--- src/rtl/irq_dist_ctrl_regs.sv ---
module irq_dist_ctrl_regs #(
  parameter int ADDR_W       = 4,
  parameter int SHARED_W     = 10,
  parameter int CPU_W        = 4,
  parameter int CPU_FIELD_W  = 3,
  parameter logic [7:0]  PRODUCT_CODE = 8'h4B,
  parameter logic [11:0] IMPL_CODE    = 12'h43B
) (
  input  logic                clk,
  input  logic                rst_n,
  input  logic                wr_en,
  input  logic [ADDR_W-1:0]   addr,
  input  logic [31:0]         wr_data,
  output logic [31:0]         rd_data,
  input  logic [SHARED_W-1:0] shared_irqs,
  input  logic [CPU_W-1:0]    cpus_online,
  output logic                dist_on,
  output logic                wake_pulse
);
  localparam int TOTAL_W   = SHARED_W + 1;
  localparam int LINES_W   = 5;
  localparam int TYPE_USED = LINES_W + CPU_FIELD_W;

  logic [1:0]         sel;
  logic [TOTAL_W-1:0] total_lines;
  logic [TOTAL_W-1:0] groups;
  logic [CPU_W-1:0]   cpus_m1;
  logic [31:0]        type_word;
  logic [31:0]        id_word;
  logic               ctrl_wr;

  assign sel         = addr[3:2];
  assign ctrl_wr     = wr_en && (sel == 2'd0);
  assign total_lines = TOTAL_W'(shared_irqs) + TOTAL_W'(32);
  assign groups      = (total_lines >> 5) - TOTAL_W'(1);
  assign cpus_m1     = cpus_online - CPU_W'(1);
  assign type_word   = {{(32-TYPE_USED){1'b0}}, cpus_m1[CPU_FIELD_W-1:0], groups[LINES_W-1:0]};
  assign id_word     = {PRODUCT_CODE, 12'd0, IMPL_CODE};

  always_comb begin
    case (sel)
      2'd0:    rd_data = {31'd0, dist_on};
      2'd1:    rd_data = type_word;
      2'd2:    rd_data = id_word;
      default: rd_data = 32'd0;
    endcase
  end

  always_ff @(posedge clk) begin
    if (!rst_n) begin
      dist_on    <= 1'b0;
      wake_pulse <= 1'b0;
    end else begin
      wake_pulse <= ctrl_wr && wr_data[0] && !dist_on;
      if (ctrl_wr) dist_on <= wr_data[0];
    end
  end
endmodule


--- config.mk ---
export PLATFORM = sky130hd
export DESIGN_NAME = irq_dist_ctrl_regs
export DESIGN_NICKNAME = d
export VERILOG_FILES = /design/src/rtl/irq_dist_ctrl_regs.sv
export SDC_FILE = /design/constraint.sdc
export NUM_CORES = 1
export LEC_CHECK = 0
export BUFFER_PORTS_ARGS = -buffer_cell sky130_fd_sc_hd__buf_2
export CAP_MARGIN = 0
export CORE_UTILIZATION = 28
export DETAILED_ROUTE_END_ITERATION = 10
export PLACE_DENSITY = 0.82
export REMOVE_ABC_BUFFERS = 1
export SKIP_LAST_GASP = 1
export SYNTH_ARGS = -nofsm -noshare
export SYNTH_HDL_FRONTEND = slang
export SYNTH_SLANG_ARGS = --single-unit
export TNS_END_PERCENT = 20
--- constraint.sdc ---
create_clock -name clk -period 2.32 [get_ports clk]
set_clock_uncertainty 0.2 [all_clocks]
set_input_delay 0.464 -clock clk [delete_from_list [all_inputs] [get_ports clk]]
set_output_delay 0.464 -clock clk [all_outputs]
set_load 0.05 [all_outputs]
Word-level counts from Yosys, hierarchy flattened:

Index checks and enable logic that the tools add are counted.

* register bits: 2
* logic and storage cells: 13
* input bits: 53
* output and inout port bits: 34

* add/subtract/negate cells: 3
* equal/unequal tests: 2
* reductions and logical operators: 5
* muxes and demuxes: 1

Operator list (number)
* one-hot mux 31 bit (3 select lines): 1
* adder 10 x 6 -> 10 bit (second input constant): 1
* subtractor 5 x 1 -> 5 bit (second input constant): 1
* logical AND 1 bit: 3
* subtractor 3 x 1 -> 3 bit (second input constant): 1
* equality test 2 x 1 -> 1 bit (second input constant): 1
* equality test 2 bit (second input constant): 1
* logical NOT 2 bit: 1
* logical NOT 1 bit: 1

Longest topological paths before layout:

Gate-level depths: netlist of run 1.

* depth in word-level cells: 4
* gate-level depth with buffers: 5

Least setup slack after synthesis of run 1:

Ideal clock, no wire load.

* path kind: input to output
* start point: in shared_irqs[5]
* end point: out rd_data[4]
* cell stages on the path: 5
* data arrival time: 2.137 ns
* required time: 1.656 ns
* setup slack: -0.481 ns
* path buffers: 0
* path through: ha_1 -> or4b_1 -> o31ai_2 -> xnor2_1 -> o21ai_1

* longest elaborated chain between the ends: 3

Ends and longest elaborated chain
* start: declaration: RTL line 15 `input logic [SHARED_W-1:0] shared_irqs,`
* adder 10 x 6 -> 10 bit: RTL line 34 `assign total_lines = TOTAL_W'(shared_irqs) + TOTAL_W'(32);`
* subtractor 5 x 1 -> 5 bit: RTL line 35 `assign groups = (total_lines >> 5) - TOTAL_W'(1);`
* one-hot mux 31 bit (3 select lines): RTL line 41 `case (sel)`
* end: declaration: RTL line 14 `output logic [31:0] rd_data,`

No other way between the ends.

Final worst setup path of run 1:

* start point: in shared_irqs[6]
* end point: out rd_data[3]

Same word-level chain as after synthesis.

==> flow_metrics.tcl, run 1 <==
set metrics [dict create \
    crit_buf_inv 2 \
    area_growth_pct 44.3 \
    firstDrtPassIters 3 \
    critical_path_class "in2out" \
    clkSinkCount 2 \
    synth_area_sq_um 542 \
    tns_ns -0.238 \
    track_usage_pct 12.6 \
    final-hold-violation-count 0 \
    setup_ws_ns -0.155 \
    crit_path_max_fanout 3 \
    hp-class "in2reg" \
    avgViaCountPerCell 4.17 \
    clockBufferDepth 2 \
    port_buffers 28 \
    antenna_found_initial 0 \
    cts_max_level 1 \
    io_pins 87 \
    rows 15 \
    globalplace.congestion 0.772 \
    die_w_microns 46.0 \
    setup_viol 2 \
    cp_slowest_cell "or3b_4" \
    clockRootBuffer "clkbuf_4" \
    drive_above_1_share_pct 46.3 \
    holdBufCountCts 0 \
    multi_input_comb_area_sq_um 440 \
    path_cells "buf_8, ha_4, nand2b_4, and3_4, o2111ai_2, or3b_4, buf_8" \
    max_stage_delay_ns 0.41 \
    layout_min_cycle_time_ns 2.47 \
    netlist_instances 75 \
    start_util_pct 30.7 \
    dieArea_sq_um 2110 \
    core_area_sq_um 1760 \
    power.density_nw_per_um2 453 \
    die_h_microns 46.0 \
    grt_pass1_wl_mm 1.85 \
    dr_total_vias 555 \
    path_clk_slew_ns 0.04 \
    drc_errors 0 \
    overflow 0 \
    hpwlAfterDp_microns 937 \
    cp.required_ns 1.66 \
    post-route-util_pct 44.3 \
    wl_per_cell_microns 9.22 \
    n_fill_cell 192 \
    grt_max_degree 7 \
    status "complete, but fails checks" \
    endpoint_kind "output pin" \
    ant_nets 0 \
    timing.fmax_mhz 404 \
    yosys_warnings 0 \
    cts_setup_buffers 0 \
    final_max_slew_viol_count 0 \
    arrival_ns 1.81 \
    avgSynthCellArea_sq_um 7.22 \
    ir_drop_mv 0.169 \
    cts_tree "done" \
    dr.first_iter.drc_count 4 \
    critPathTopFamily "simple AND/OR/NAND/NOR gates" \
    ys_seq_elements 2 \
    grt_pass1_vias 474 \
    rsz0062_at_grt "true" \
    synthDistinctLibCells 31 \
    startpoint_type "primary input" \
    numCtsBuffers 3 \
    clk_latency_ns 0.22 \
    power_leakage_nw 0.414 \
    nets 166 \
    violations "setup timing" \
    seq_area_frac_synth_pct 7.39 \
    seq_area_sq_um 40.0 \
    fin_crit_sh_pct 107 \
    crit_path_frequent_cell "buf_8" \
    maxCapViolCount 0 \
    drt_wl_total_mm 1.23 \
    antennaDiodeCount 0 \
]
[layer usage]
layer | GRT usage, % | part of all wire (%) | vias to the layer above
met5 | 0 | 0 | -
met4 | 7.06 | 1.2 | 0
met3 | 3.57 | 5.6 | 2
met2 | 24.8 | 59 | 28
met1 | 11.0 | 34 | 251
li1 | - | - | 274
[power breakdown]
part	internal (W)	total [W]	switching, W
sequential	0.0000355	0.0000362	0.000000677
clock	0.0000574	0.0000809	0.0000235
combinational	0.0000666	0.000237	0.000171
total	0.000160	0.000355	0.000195
[cell usage in the layout, fill, tap and decap left out, types with 2 or more instances in the layout]
cell type	count
nor2b_1	2
o21ai_0	3
buf_2	24
buf_4	8
dfxtp_1	2
inv_1	4
nor2_1	5
ha_4	2
xnor2_1	4
nand2b_1	2
nor4_1	2
nand3_1	3
nand2_1	2
conb_1	19
clkbuf_4	3
buf_6	2
buf_8	2
[stage by stage]
step	instances	total power [W]	worst slack (ns)	area, sq um	hold slack (ns)
final	133	0.000355	-0.155	782	0.258
after global routing	133	0.000379	-0.174	782	0.273
after CTS	133	0.000352	-0.125	776	0.256
after detailed placement	130	0.000250	-0.309	664	0.282
after global placement	130	0.000247	-0.288	664	0.252
after floorplan	69	0.000201	-0.565	433	0.341
[layout make-up]
cell class | count | area share (%)
clock buffers | 3 | 2.88
inverters | 4 | 1.92
multi-input cells | 63 | 56.3
flip-flops and latches | 2 | 5.12
well taps | 25 | 4.00
repair buffers | 36 | 29.8
[what timing repair did]
action                     CTS  global route
pin swaps                    6             1
resized for setup           18             2
setup endpoints to repair    2             2
[final timing paths]
kind / start / end / slack, ns / depth (start not counted)
max: shared_irqs[6] / rd_data[3] / -0.15 / 7
min: addr[2] / wake_pulse / 0.26 / 2
max reg2reg: dist_on / wake_pulse / 1.46 / 1
min reg2reg: dist_on / wake_pulse / 0.27 / 1
[cell families (layout without fill, tap and decap cells)]
family	Yosys count	in the layout	share of synthesized area (%)
AOI/OAI and AO/OA	9	9	11.3
xor gates and xnor gates	5	5	8.08
adders and majority gates	3	3	6.93
buffers and inverters	28	43	35.3
DFF	2	2	7.39
muxes	1	1	1.85
other	1	19	0.692
and+or+nand+nor	26	26	28.4
[registers in the layout, indices dropped and copies added, names as in the netlist]
signal      flops
dist_on         1
wake_pulse      1
[Yosys cell counts]
master / instances / share of area, %
buf_4: 23 / 32
nor2_1: 5 / 3.5
inv_1: 4 / 2.8
xnor2_1: 4 / 6.5
ha_1: 3 / 6.9
nand2b_1: 3 / 3.5
nand3_1: 3 / 2.8
o21ai_0: 3 / 2.8
dfxtp_1: 2 / 7.4
nand2_1: 2 / 1.4
nor2b_1: 2 / 2.3
nor4_1: 2 / 2.3
a21boi_0: 1 / 1.4
a21oi_1: 1 / 0.92
and2_2: 1 / 1.4
and3_1: 1 / 1.2
and3b_1: 1 / 1.6
clkbuf_1: 1 / 0.69
conb_1: 1 / 0.69
mux2i_1: 1 / 1.8
nand3b_1: 1 / 1.4
nor3_1: 1 / 0.92
o2111ai_1: 1 / 1.6
o21ai_1: 1 / 0.92
o31ai_1: 1 / 1.4
o31ai_2: 1 / 2.3
or2_1: 1 / 1.2
or2b_2: 1 / 1.6
or3b_1: 1 / 1.6
or4b_1: 1 / 1.8
xor2_1: 1 / 1.6
Power figures use the tool's default switching activity.
==> run 2: changes to the inputs <==
- RECOVER_POWER: not set -> 100
==> flow_metrics.tcl, run 2 (synthesis results as in run 1) <==
set metrics [dict create \
    place_area_sq_um 664 \
    hpwlAfterDp_microns 937 \
    holdWs_ns 0.258 \
    hp-class "in2reg" \
    layoutNonFillerInstCount 133 \
    pre_cts_slack_ns -0.309 \
    drc_errors 0 \
    rrSetupSlack_ns 1.46 \
    cts_max_level 1 \
    rows 15 \
    core_area_sq_um 1760 \
    track_usage_pct 12.6 \
    firstDrtPassIters 3 \
    cp-startpoint "shared_irqs[6]" \
    final_common_cell "conb_1" \
    startpoint_type "primary input" \
    grt_max_degree 7 \
    cts_tree "done" \
    die_h_microns 46.0 \
    clockBufferDepth 2 \
    slew-limit-headroom_pct 60.5 \
    seq_area_sq_um 40.0 \
    r2r-end "wake_pulse" \
    layout_min_cycle_time_ns 2.47 \
    wl_per_cell_microns 9.25 \
    rsz0062_at_grt "true" \
    fin_crit_sh_pct 107 \
    power.density_nw_per_um2 455 \
    power_leakage_nw 0.399 \
    io_pins 87 \
    critical_path_class "in2out" \
    overflow 0 \
    tightestPinTransition_ns 0.595 \
    grt_pass1_wl_mm 1.85 \
    path_clk_slew_ns 0.04 \
    r2r_start "dist_on" \
    endpoint_kind "output pin" \
    dr.first_iter.drc_count 4 \
    drive_above_1_share_pct 43.5 \
    final_max_slew_viol_count 0 \
    port_buffers 28 \
    dp.cells 130 \
    crit_path_max_fanout 3 \
    setup_ws_ns -0.155 \
    die_w_microns 46.0 \
    numCtsBuffers 3 \
    area_growth_pct 43.6 \
    cp-endpoint "rd_data[3]" \
    timing.fmax_mhz 404 \
    status "complete, but fails checks" \
    avgViaCountPerCell 4.17 \
    violations "setup timing" \
    drt_wl_total_mm 1.23 \
    globalplace.congestion 0.772 \
    multi_input_comb_area_sq_um 440 \
    grt_pass1_vias 474 \
    antennaDiodeCount 0 \
    maxCapViolCount 0 \
    reg_top3 "dist_on: 1 flops, wake_pulse: 1 flops" \
    dr_total_vias 555 \
    final_cell_area_sq_um 778 \
    clkSinkCount 2 \
    n_fill_cell 193 \
    setup_viol 2 \
    clk_latency_ns 0.22 \
    cp.required_ns 1.66 \
    layout_common_cells "conb_1 (19), buf_2 (11), clkbuf_2 (10)" \
    final-hold-violation-count 0 \
    dieArea_sq_um 2110 \
    post-route-util_pct 44.1 \
    arrival_ns 1.81 \
    antenna_found_initial 0 \
    r2r_cells 1 \
    clockRootBuffer "clkbuf_4" \
    ir_drop_mv 0.169 \
    start_util_pct 30.7 \
    nets 166 \
    ant_nets 0 \
]
[run 2: cell types whose count changed in the layout (fill, tap and decap cells not counted)]
cell      change
buf_2        -13
clkbuf_1      +3
clkbuf_2     +10
[run 2: timing repair]
action | 4_1_cts | 5_1_grt
buffers inserted | 0 | 0
pin swaps | 6 | 1
setup endpoints to repair | 2 | 2
hold buffers | 0 | 0
cloned | 0 | 0
resized for setup | 18 | 2
endpoints found under the hold margin | 0 | 0
[run 2: critical path, cell delays in order]
cell	delay (ns)
buf_8	0.11
ha_4	0.24
nand2b_4	0.14
and3_4	0.14
o2111ai_2	0.15
or3b_4	0.41
buf_8	0.16
[run 2: worst min path at each step]
| stage | startpoint | endpoint | slack [ns] | cells after the start |
|---|---|---|---|---|
| floorplan | addr[3] | wake_pulse | 0.34 | 1 |
| global placement | dist_on | wake_pulse | 0.25 | 1 |
| detailed placement | dist_on | wake_pulse | 0.28 | 1 |
| CTS | addr[2] | wake_pulse | 0.26 | 2 |
| global route | addr[3] | wake_pulse | 0.27 | 2 |
| finish | addr[2] | wake_pulse | 0.26 | 2 |
[run 2: power by group]
part,internal (W),switching (W)
Combinational,0.0000655,0.000171
Sequential,0.0000355,0.000000722
Clock,0.0000574,0.0000236
Total,0.000158,0.000196
[run 2: metal layers]
metal	global-route usage, %	part of all wire (%)	vias up
met2	24.8	60	28
met5	0	0	-
met3	3.57	5.2	2
met1	11.0	34	250
met4	7.06	1.2	0
li1	-	-	275
[run 2: through the flow]
stage,power (W),setup TNS [ns]
floorplan,0.000201,-4.56
global placement,0.000247,-0.563
detailed placement,0.000250,-0.614
CTS,0.000352,-0.216
global route,0.000378,-0.294
finish,0.000354,-0.238
[run 2: area by class of cell]
cell class                 instances  area share (%)
multi-input combinational         63            56.6
sequential                         2            5.14
tap                               25            4.02
clock buffer                       3            2.89
inverter                           4            1.93
timing repair buffer              36            29.4
